File: src/rtl/fts_pkg.sv
package fts_pkg;

  typedef enum logic [1:0] {
    POL_ROTATE = 2'd0,
    POL_IQ     = 2'd1,
    POL_LSQ    = 2'd2,
    POL_SOLO   = 2'd3
  } fts_policy_e;

  localparam int STATE_W = 3;

  // state codes 0..2 may take a fetch slot; 3..7 are waiting or blocked
  localparam logic [STATE_W-1:0] ST_RUNNING  = 3'd0;
  localparam logic [STATE_W-1:0] ST_FILL_OK  = 3'd1;
  localparam logic [STATE_W-1:0] ST_IDLE     = 3'd2;

  function automatic logic state_ok(input logic [STATE_W-1:0] s);
    return (s == ST_RUNNING) || (s == ST_FILL_OK) || (s == ST_IDLE);
  endfunction

endpackage

File: src/rtl/fts_elig.sv
module fts_elig import fts_pkg::*; #(
  parameter int N = 4
) (
  input  logic [N*STATE_W-1:0] thr_state,
  input  logic [N-1:0]         thr_active,
  output logic [N-1:0]         cand
);

  for (genvar g = 0; g < N; g++) begin : g_thr
    assign cand[g] = thr_active[g] & state_ok(thr_state[g*STATE_W +: STATE_W]);
  end

endmodule

File: src/rtl/fts_min_pick.sv
module fts_min_pick #(
  parameter int N  = 4,
  parameter int CW = 6,
  parameter int TW = 2
) (
  input  logic [N-1:0]    cand,
  input  logic [N*CW-1:0] occ,
  output logic            pick_vld,
  output logic [TW-1:0]   pick_tid
);

  logic [CW-1:0] best;

  // strict compare keeps the lowest index on a tie
  always_comb begin
    pick_vld = 1'b0;
    pick_tid = '0;
    best     = '0;
    for (int i = 0; i < N; i++) begin
      if (cand[i] && (!pick_vld || occ[i*CW +: CW] < best)) begin
        pick_vld = 1'b1;
        pick_tid = TW'(i);
        best     = occ[i*CW +: CW];
      end
    end
  end

endmodule

File: src/rtl/fts_rr_order.sv
module fts_rr_order #(
  parameter int N  = 4,
  parameter int TW = 2
) (
  input  logic          clk,
  input  logic          rst,
  input  logic          en_move,
  input  logic [N-1:0]  cand,
  input  logic [N-1:0]  thr_active,
  output logic          rr_vld,
  output logic [TW-1:0] rr_tid
);

  typedef logic [N-1:0][TW-1:0] order_t;

  order_t       order_q, order_adj, order_nxt;
  logic [N-1:0] act_q, rise;

  function automatic order_t to_tail(input order_t o, input logic [TW-1:0] t);
    order_t r;
    logic   hit;
    r   = o;
    hit = 1'b0;
    for (int i = 0; i < N - 1; i++) begin
      if (o[i] == t) hit = 1'b1;
      if (hit) r[i] = o[i+1];
    end
    r[N-1] = t;
    return r;
  endfunction

  assign rise = thr_active & ~act_q;

  always_comb begin
    order_adj = order_q;
    for (int k = 0; k < N; k++) begin
      if (rise[k]) order_adj = to_tail(order_adj, TW'(k));
    end
    rr_vld = 1'b0;
    rr_tid = '0;
    for (int i = 0; i < N; i++) begin
      if (!rr_vld && cand[order_adj[i]]) begin
        rr_vld = 1'b1;
        rr_tid = order_adj[i];
      end
    end
    order_nxt = (en_move && rr_vld) ? to_tail(order_adj, rr_tid) : order_adj;
  end

  always_ff @(posedge clk) begin
    if (rst) begin
      act_q <= '1;
      for (int i = 0; i < N; i++) order_q[i] <= TW'(i);
    end else begin
      act_q   <= thr_active;
      order_q <= order_nxt;
    end
  end

endmodule

File: src/rtl/fts_thread_sel.sv
module fts_thread_sel import fts_pkg::*; #(
  parameter  int N  = 4,
  parameter  int CW = 6,
  localparam int TW = (N > 1) ? $clog2(N) : 1
) (
  input  logic                 clk,
  input  logic                 rst,
  input  logic [1:0]           policy,
  input  logic [N*STATE_W-1:0] thr_state,
  input  logic [N-1:0]         thr_active,
  input  logic [N*CW-1:0]      iq_occ,
  input  logic [N*CW-1:0]      lsq_occ,
  output logic                 sel_vld,
  output logic [TW-1:0]        sel_tid
);

  fts_policy_e   pol;
  logic [N-1:0]  cand;
  logic          rr_vld, iq_vld, lsq_vld, solo_vld, nxt_vld;
  logic [TW-1:0] rr_tid, iq_tid, lsq_tid, solo_tid, nxt_tid;

  assign pol = fts_policy_e'(policy);

  fts_elig #(.N(N)) i_elig (
    .thr_state (thr_state),
    .thr_active(thr_active),
    .cand      (cand)
  );

  fts_rr_order #(.N(N), .TW(TW)) i_rr (
    .clk       (clk),
    .rst       (rst),
    .en_move   (pol == POL_ROTATE),
    .cand      (cand),
    .thr_active(thr_active),
    .rr_vld    (rr_vld),
    .rr_tid    (rr_tid)
  );

  fts_min_pick #(.N(N), .CW(CW), .TW(TW)) i_iq (
    .cand    (cand),
    .occ     (iq_occ),
    .pick_vld(iq_vld),
    .pick_tid(iq_tid)
  );

  fts_min_pick #(.N(N), .CW(CW), .TW(TW)) i_lsq (
    .cand    (cand),
    .occ     (lsq_occ),
    .pick_vld(lsq_vld),
    .pick_tid(lsq_tid)
  );

  always_comb begin
    logic seen;
    seen     = 1'b0;
    solo_vld = 1'b0;
    solo_tid = '0;
    for (int i = 0; i < N; i++) begin
      if (!seen && thr_active[i]) begin
        seen     = 1'b1;
        solo_tid = TW'(i);
        solo_vld = cand[i];
      end
    end
  end

  always_comb begin
    case (pol)
      POL_IQ:   begin nxt_vld = iq_vld;   nxt_tid = iq_tid;   end
      POL_LSQ:  begin nxt_vld = lsq_vld;  nxt_tid = lsq_tid;  end
      POL_SOLO: begin nxt_vld = solo_vld; nxt_tid = solo_tid; end
      default:  begin nxt_vld = rr_vld;   nxt_tid = rr_tid;   end
    endcase
  end

  always_ff @(posedge clk) begin
    if (rst) begin
      sel_vld <= 1'b0;
      sel_tid <= '0;
    end else begin
      sel_vld <= nxt_vld;
      sel_tid <= nxt_vld ? nxt_tid : '0;
    end
  end

endmodule

File: config.mk
export PLATFORM = sky130hd
export DESIGN_NAME = fts_thread_sel
export DESIGN_NICKNAME = d
export VERILOG_FILES = /design/src/rtl/fts_pkg.sv /design/src/rtl/fts_elig.sv /design/src/rtl/fts_min_pick.sv /design/src/rtl/fts_rr_order.sv /design/src/rtl/fts_thread_sel.sv
export SDC_FILE = /design/constraint.sdc
export NUM_CORES = 1
export LEC_CHECK = 0
export ABC_AREA = 1
export BUFFER_PORTS_ARGS = -buffer_cell sky130_fd_sc_hd__buf_2
export CORE_MARGIN = 2
export CORE_UTILIZATION = 55
export CTS_CLUSTER_SIZE = 14
export DETAILED_ROUTE_END_ITERATION = 10
export GPL_TIMING_DRIVEN = 0
export PLACE_DENSITY = 0.82
export SLEW_MARGIN = 25
export SYNTH_ARGS = -nofsm -noshare
export SYNTH_HDL_FRONTEND = slang
export SYNTH_SLANG_ARGS = --single-unit
File: constraint.sdc
create_clock -name clk -period 9.9 [get_ports clk]
set_input_delay 0 -clock clk [delete_from_list [all_inputs] [get_ports clk]]
set_output_delay 0 -clock clk [all_outputs]
set_load 0.005 [all_outputs]
# ---- Yosys cells after proc, flatten, opt, wreduce, memory -nomap -nowiden
# Cells that the tools add are included.
dict set report word_totals {
  out_inout_bits 3
  in_bits 68
  regBits 15
  word_cells 188
}
dict set report op_classes {
  n_lt_le_gt_ge 10
  mux 94
  n_bitwise 7
  eq_ne 23
  reduce_logical 47
}
# op n
set op_table {}
lappend op_table {{2-to-1 mux 1 bit} 52}
lappend op_table {{2-to-1 mux 2 bit} 25}
lappend op_table {{2-to-1 mux 8 bit} 5}
lappend op_table {{less-than comparator 6 bit} 6}
lappend op_table {{2-to-1 mux 6 bit} 6}
lappend op_table {{equality test 2 bit (second input constant)} 8}
lappend op_table {{logical OR 1 bit} 14}
lappend op_table {{logical AND 1 bit} 13}
lappend op_table {{equality test 3 x 1 -> 1 bit (second input constant)} 4}
lappend op_table {{equality test 3 x 2 -> 1 bit (second input constant)} 4}
lappend op_table {{logical NOT 3 bit} 4}
lappend op_table {{less-than comparator 2 x 3 -> 1 bit (second input constant)} 4}
lappend op_table {{logical NOT 1 bit} 11}
lappend op_table {{binary-select mux 1 bit (select 2 bit)} 4}
lappend op_table {{equality test 2 x 1 -> 1 bit (second input constant)} 4}
lappend op_table {{logical NOT 2 bit} 4}
lappend op_table {{equality test 2 bit} 3}
lappend op_table {{case mux 2 bit (3 select lines)} 1}
lappend op_table {{bitwise AND 1 bit} 4}
lappend op_table {{bitwise AND 4 bit} 1}
lappend op_table {{inverter 4 bit} 1}
lappend op_table {{case mux 1 bit (3 select lines)} 1}
lappend op_table {{OR reduction 2 bit} 1}
lappend op_table {{inverter 1 bit} 1}

# ---- Logic depth before layout (Yosys ltp)
dict set report depth {
  depth_word 54
  depth_mapped 35
  mapped_depth_nobuf 34
}

# ---- Hierarchy
# Synthesis repeated with hierarchy kept, for this count alone.
dict set report hier_totals {
  cells_unflattened 555
  hier_area_um2 3209.3
}
# module n_inst cells_each seq_area_each_um2 area_per_inst_um2
set by_module_without_submodules {}
lappend by_module_without_submodules {fts_rr_order 1 279 240.2 1666.6}
lappend by_module_without_submodules {fts_min_pick 2 104 0.0 595.6}
lappend by_module_without_submodules {fts_thread_sel 1 48 60.1 276.5}
lappend by_module_without_submodules {fts_elig 1 20 0.0 75.1}

# ---- Least setup slack after synthesis
# OpenSTA, ideal clock, no wires.
dict set report synth_path {
  kind {in2reg}
  from {input thr_state[0]}
  to {register sel_tid[1]}
  cell_stages 34
  setup_slack_ns 5.662
  t_arrival_ns 4.168
  path_buffers 3
  setup_time_ns 0.070
  required_ns 9.830
  cell_sequence {nand2_1 > nand2_1 > nor2_2 > clkbuf_1 > nand2_1 > ha_1 > a21oi_1 > o21ai_0 > nand3_1 > nand2_1 > o21ai_0 > nand2_1 > clkbuf_1 > o21ai_0 > ha_1 > a21oi_1 > nor2_1 > a211oi_1 > nand2_1 > nand2_1 > nand2_1 > clkbuf_1 > nand2_1 > o21ai_0 > ha_1 > a21oi_1 > nor2_1 > a211oi_1 > nand2_1 > nand2_1 > nand2_1 > nand2_1 > nand2_1 > a21oi_1}
}
dict set report synth_via {
  elab_chain_len 20
  elab_cells_between_ends 76
  cone_classes {order compare (6); eq/ne (2); mux (39); bitwise (2); reduce/logical (27)}
}
# element line_no
set synth_rtl {}
lappend synth_rtl {{start, declared} fts_thread_sel.sv:9} ;# input logic [N*STATE_W-1:0] thr_state,
lappend synth_rtl {{equality test 3 x 1 -> 1 bit or logical NOT 3 bit (tied branches)} fts_pkg.sv:18} ;# return (s == ST_RUNNING) || (s == ST_FILL_OK) || (s == ST_IDLE);
lappend synth_rtl {{logical OR 1 bit} fts_pkg.sv:18}
lappend synth_rtl {{logical OR 1 bit (*)} fts_pkg.sv:18}
lappend synth_rtl {{bitwise AND 1 bit (*)} fts_elig.sv:10} ;# assign cand[g] = thr_active[g] & state_ok(thr_state[g*STATE_W +: STATE_W]);
lappend synth_rtl {{2-to-1 mux 6 bit or 2-to-1 mux 1 bit (tied branches)} fts_min_pick.sv:20} ;# if (cand[i] && (!pick_vld || occ[i*CW +: CW] < best)) begin
lappend synth_rtl {{less-than comparator 6 bit or logical NOT 1 bit (tied branches)} fts_min_pick.sv:20}
lappend synth_rtl {{logical OR 1 bit} fts_min_pick.sv:20}
lappend synth_rtl {{logical AND 1 bit} fts_min_pick.sv:20}
lappend synth_rtl {{[... 4 more ...]} n/a}
lappend synth_rtl {{2-to-1 mux 6 bit or 2-to-1 mux 1 bit (tied branches)} fts_min_pick.sv:20}
lappend synth_rtl {{less-than comparator 6 bit or logical NOT 1 bit (tied branches)} fts_min_pick.sv:20}
lappend synth_rtl {{logical OR 1 bit} fts_min_pick.sv:20}
lappend synth_rtl {{logical AND 1 bit} fts_min_pick.sv:20}
lappend synth_rtl {{2-to-1 mux 1 bit} fts_min_pick.sv:20}
lappend synth_rtl {{case mux 1 bit (3 select lines)} fts_thread_sel.sv:69} ;# case (pol)
lappend synth_rtl {{inverter 1 bit (no source line)} n/a}
lappend synth_rtl {{OR reduction 2 bit (no source line)} n/a}
lappend synth_rtl {{end signal, assigned} fts_thread_sel.sv:83} ;# sel_tid <= nxt_vld ? nxt_tid : '0;
lappend synth_rtl {{end, declared} fts_thread_sel.sv:14} ;# output logic [TW-1:0] sel_tid
# Mark *: on every way between the ends. The rest lies on a longest branch, timed or not. The select of a mux whose other input is x is not followed.
# A chain may end at the register's enable or synchronous reset.

# ---- Worst setup path after layout
dict set report layout_path {
  from {input thr_state[0]}
  to {register sel_tid[0]}
}
# Same word-level chain as after synthesis.

==> flow_summary.ini <==
[placement]
io_buffers = 70
gp_congestion = 0.851
dp_hpwl_mm = 6.13

[floorplan]
io_pins = 71
core_area_um2 = 5070
dieHeight_um = 76.4
die_w_um = 76.4
initial_core_util_pct = 56.8
die_area_um2 = 5840
row_count = 26

[finish]
synthToLayoutAreaGrowth_pct = 17.6
utilization_pct = 66.8
layout-drive-gt1-share_pct = 25.3
finalNetCount = 665
n_antenna_cell = 0

[sta]
fin_skew_ns = 0.00542
slew_violations = 0
period_share_pct = 50.6
hold_viol = 0
fmax_ghz = 0.200
setup_viol_count_final = 0
slew_headroom_pct = 55.5
final.setup.tns_ns = 0
worst_slew_pin_slew_ns = 0.664
grt_setup_unrepaired = false
fin_crit_ns = 5.01

[worst_setup_path]
crit_slowest_cell = clkbuf_1
r2r_end = i_rr.order_q[3]$_SDFF_PP0_
cp_num_buf_inv = 4
cp.required_ns = 10.07
crit_path_start_kind = input port
worstReg2RegStart = i_rr.order_q[1]$_SDFF_PP0_
crit_type = input port to flop
worstPathMaxFanout = 10
cpPeakStageDelay_ns = 0.37
critPathTopFamily = compound AO/OA/AOI/OAI gates
crit_cells = 35
crit_arrival_ns = 5.18
worstSetupEndpointType = flop
reg2reg_slack_ns = 6.48
critical_path.most_common_cell = nand2_1
worstRegToRegCells = 28

[global_route]
grt_pass1_wl_mm = 12.7
grt_pass1_vias = 3173
grt_antenna_before_repair = 0
grt_overflow_total = 0
grt_max_degree = 11
track_usage_pct = 25.4

[synthesis]
yosys_warnings = 0
synthCells = 490
synth_top_area_share_pct = 22.1
synth_nets = 588
syn_avg_cell_area_um2 = 5.88
netlist_top_cells_area = nand2_1 22%, ha_1 13%, dfxtp_1 10%
yosysTopAreaCell = nand2_1
yosysSeqAreaShare_pct = 10.4
synth-seq-cells = 15
synth.distinct_cells = 33
syn_area_um2 = 2880

[clock_network]
cts.sinks = 15
cts_root_buf = clkbuf_8
cts_setup_buffers = 0
ctsLongestPathBuffers = 2
cts_buffers = 3
clock_latency_ns = 0.25
ctsHoldBuffers = 2
ctsResizeCount = 0
clk_pin_slew_worst_paths_ns = 0.06
cts_tree = built
h-tree-depth = 1

[hold_path]
min_path_type = input port to flop
hold_depth = 3
min_from = thr_active[2]
hold_end = i_rr.act_q[2]$_SDFF_PP1_

[run_status]
outcome = complete, no violations

[power]
leakagePower_uw = 0.00188
p_per_area_nw_per_um2 = 200
irDropWorstVdd_mv = 0.0893

[route]
avgRoutedWirePerCell_um = 11.3
via_per_inst = 5.24
final_antenna_net_count = 0
vias = 3335
wirelength_mm = 7.18
drt_iter0_drc = 160
drc_errors = 0
dr.pass1.iters = 4

[flow_run]
cap_violations = 0
[final cells by class]
class	instances	area (µm²)
Clock inverter	1	7.51
Tap cell	70	87.6
Timing Repair Buffer	72	370
Clock buffer	3	41.3
Inverter	54	205
Sequential cell	15	300
Fill cell	493	1690
Multi-Input combinational cell	415	2350
Buffer	6	23.8
[worst min-delay path: cells and delay by family]
kind	cells	cell delay [ns]
buffers and inverters	2	0.17
AND/OR/NAND/NOR	1	0.06
[through the flow]
stage | instance area, µm² | hold slack (ns) | setup slack, ns | total power, µW | instances
global route | 3390 | 0.0238 | 4.07 | 751 | 636
floorplan | 2880 | 0.0964 | 5.66 | 520 | 490
global placement | 3320 | 0.237 | 4.66 | 608 | 630
detailed placement | 3320 | 0.244 | 4.60 | 621 | 630
CTS | 3390 | 0.00133 | 4.86 | 674 | 636
finish | 3390 | 0.00617 | 4.89 | 677 | 636
[layout by cell type (no fill, tap or decap), drive strengths merged]
cell type      n
nand2        203
buf           71
nand3         58
inv           54
o21ai         46
nor2          31
ha            30
a21oi         26
dfxtp         15
clkbuf         8
a211oi         4
o211ai         4
nand4          4
nand3b         3
dlygate4sd3    2
a31oi          2
o221ai         1
and3           1
or2            1
a221oi         1
clkinvlp       1
[power by group]
part	switching (µW)	internal [µW]	leakage, µW	total [µW]
registers	9.06	75.5	0.000124	84.6
logic	359	184	0.00173	542
clock network	21.6	28.3	0.0000217	49.9
total	390	287	0.00188	677
[synth_stat cells (all sizes together)]
| library cell | instances |
|---|---|
| nand2 | 203 |
| nand3 | 58 |
| inv | 54 |
| o21ai | 46 |
| nor2 | 31 |
| ha | 30 |
| a21oi | 26 |
| dfxtp | 15 |
| clkbuf | 5 |
| a211oi | 4 |
| nand4 | 4 |
| o211ai | 4 |
| nand3b | 3 |
| a31oi | 2 |
| a221oi | 1 |
| and3 | 1 |
| buf | 1 |
| o221ai | 1 |
| or2 | 1 |
[worst max-delay path by stage]
stage | start | endpoint | slack [ns]
3_3_place_gp | thr_state[0] | sel_tid[0]$_SDFF_PP0_ | 4.66
5_1_grt | thr_state[0] | sel_tid[0]$_SDFF_PP0_ | 4.07
4_1_cts | thr_state[0] | sel_tid[0]$_SDFF_PP0_ | 4.86
6_report | thr_state[0] | sel_tid[0]$_SDFF_PP0_ | 4.89
2_1_floorplan | thr_state[0] | sel_tid[1]$_SDFF_PP0_ | 5.66
3_5_place_dp | thr_state[0] | sel_tid[0]$_SDFF_PP0_ | 4.60
[registers in the layout, indices dropped and copies added, names as in the netlist]
signal and cells:
i_rr.act_q 4, sel_vld 1, sel_tid 2, i_rr.order_q 8
[layer usage]
layer / part of all wire, % / vias up / GRT usage, %
li1: - / 1775 / -
met1: 42 / 1481 / 28.1
met2: 54 / 73 / 50.5
met3: 3.4 / 6 / 1.66
met4: 1.3 / 0 / 8.36
met5: 0 / - / 0
[cells by family (layout without fill, tap and decap cells)]
| family | Yosys count | in the layout | synth area share (%) |
|---|---|---|---|
| fa+ha+maj | 30 | 30 | 13.0 |
| simple gates | 301 | 301 | 51.7 |
| buf+inv | 60 | 136 | 7.94 |
| flops | 15 | 15 | 10.4 |
| compound gates | 84 | 84 | 16.9 |
Power figures use the tool's default switching activity.
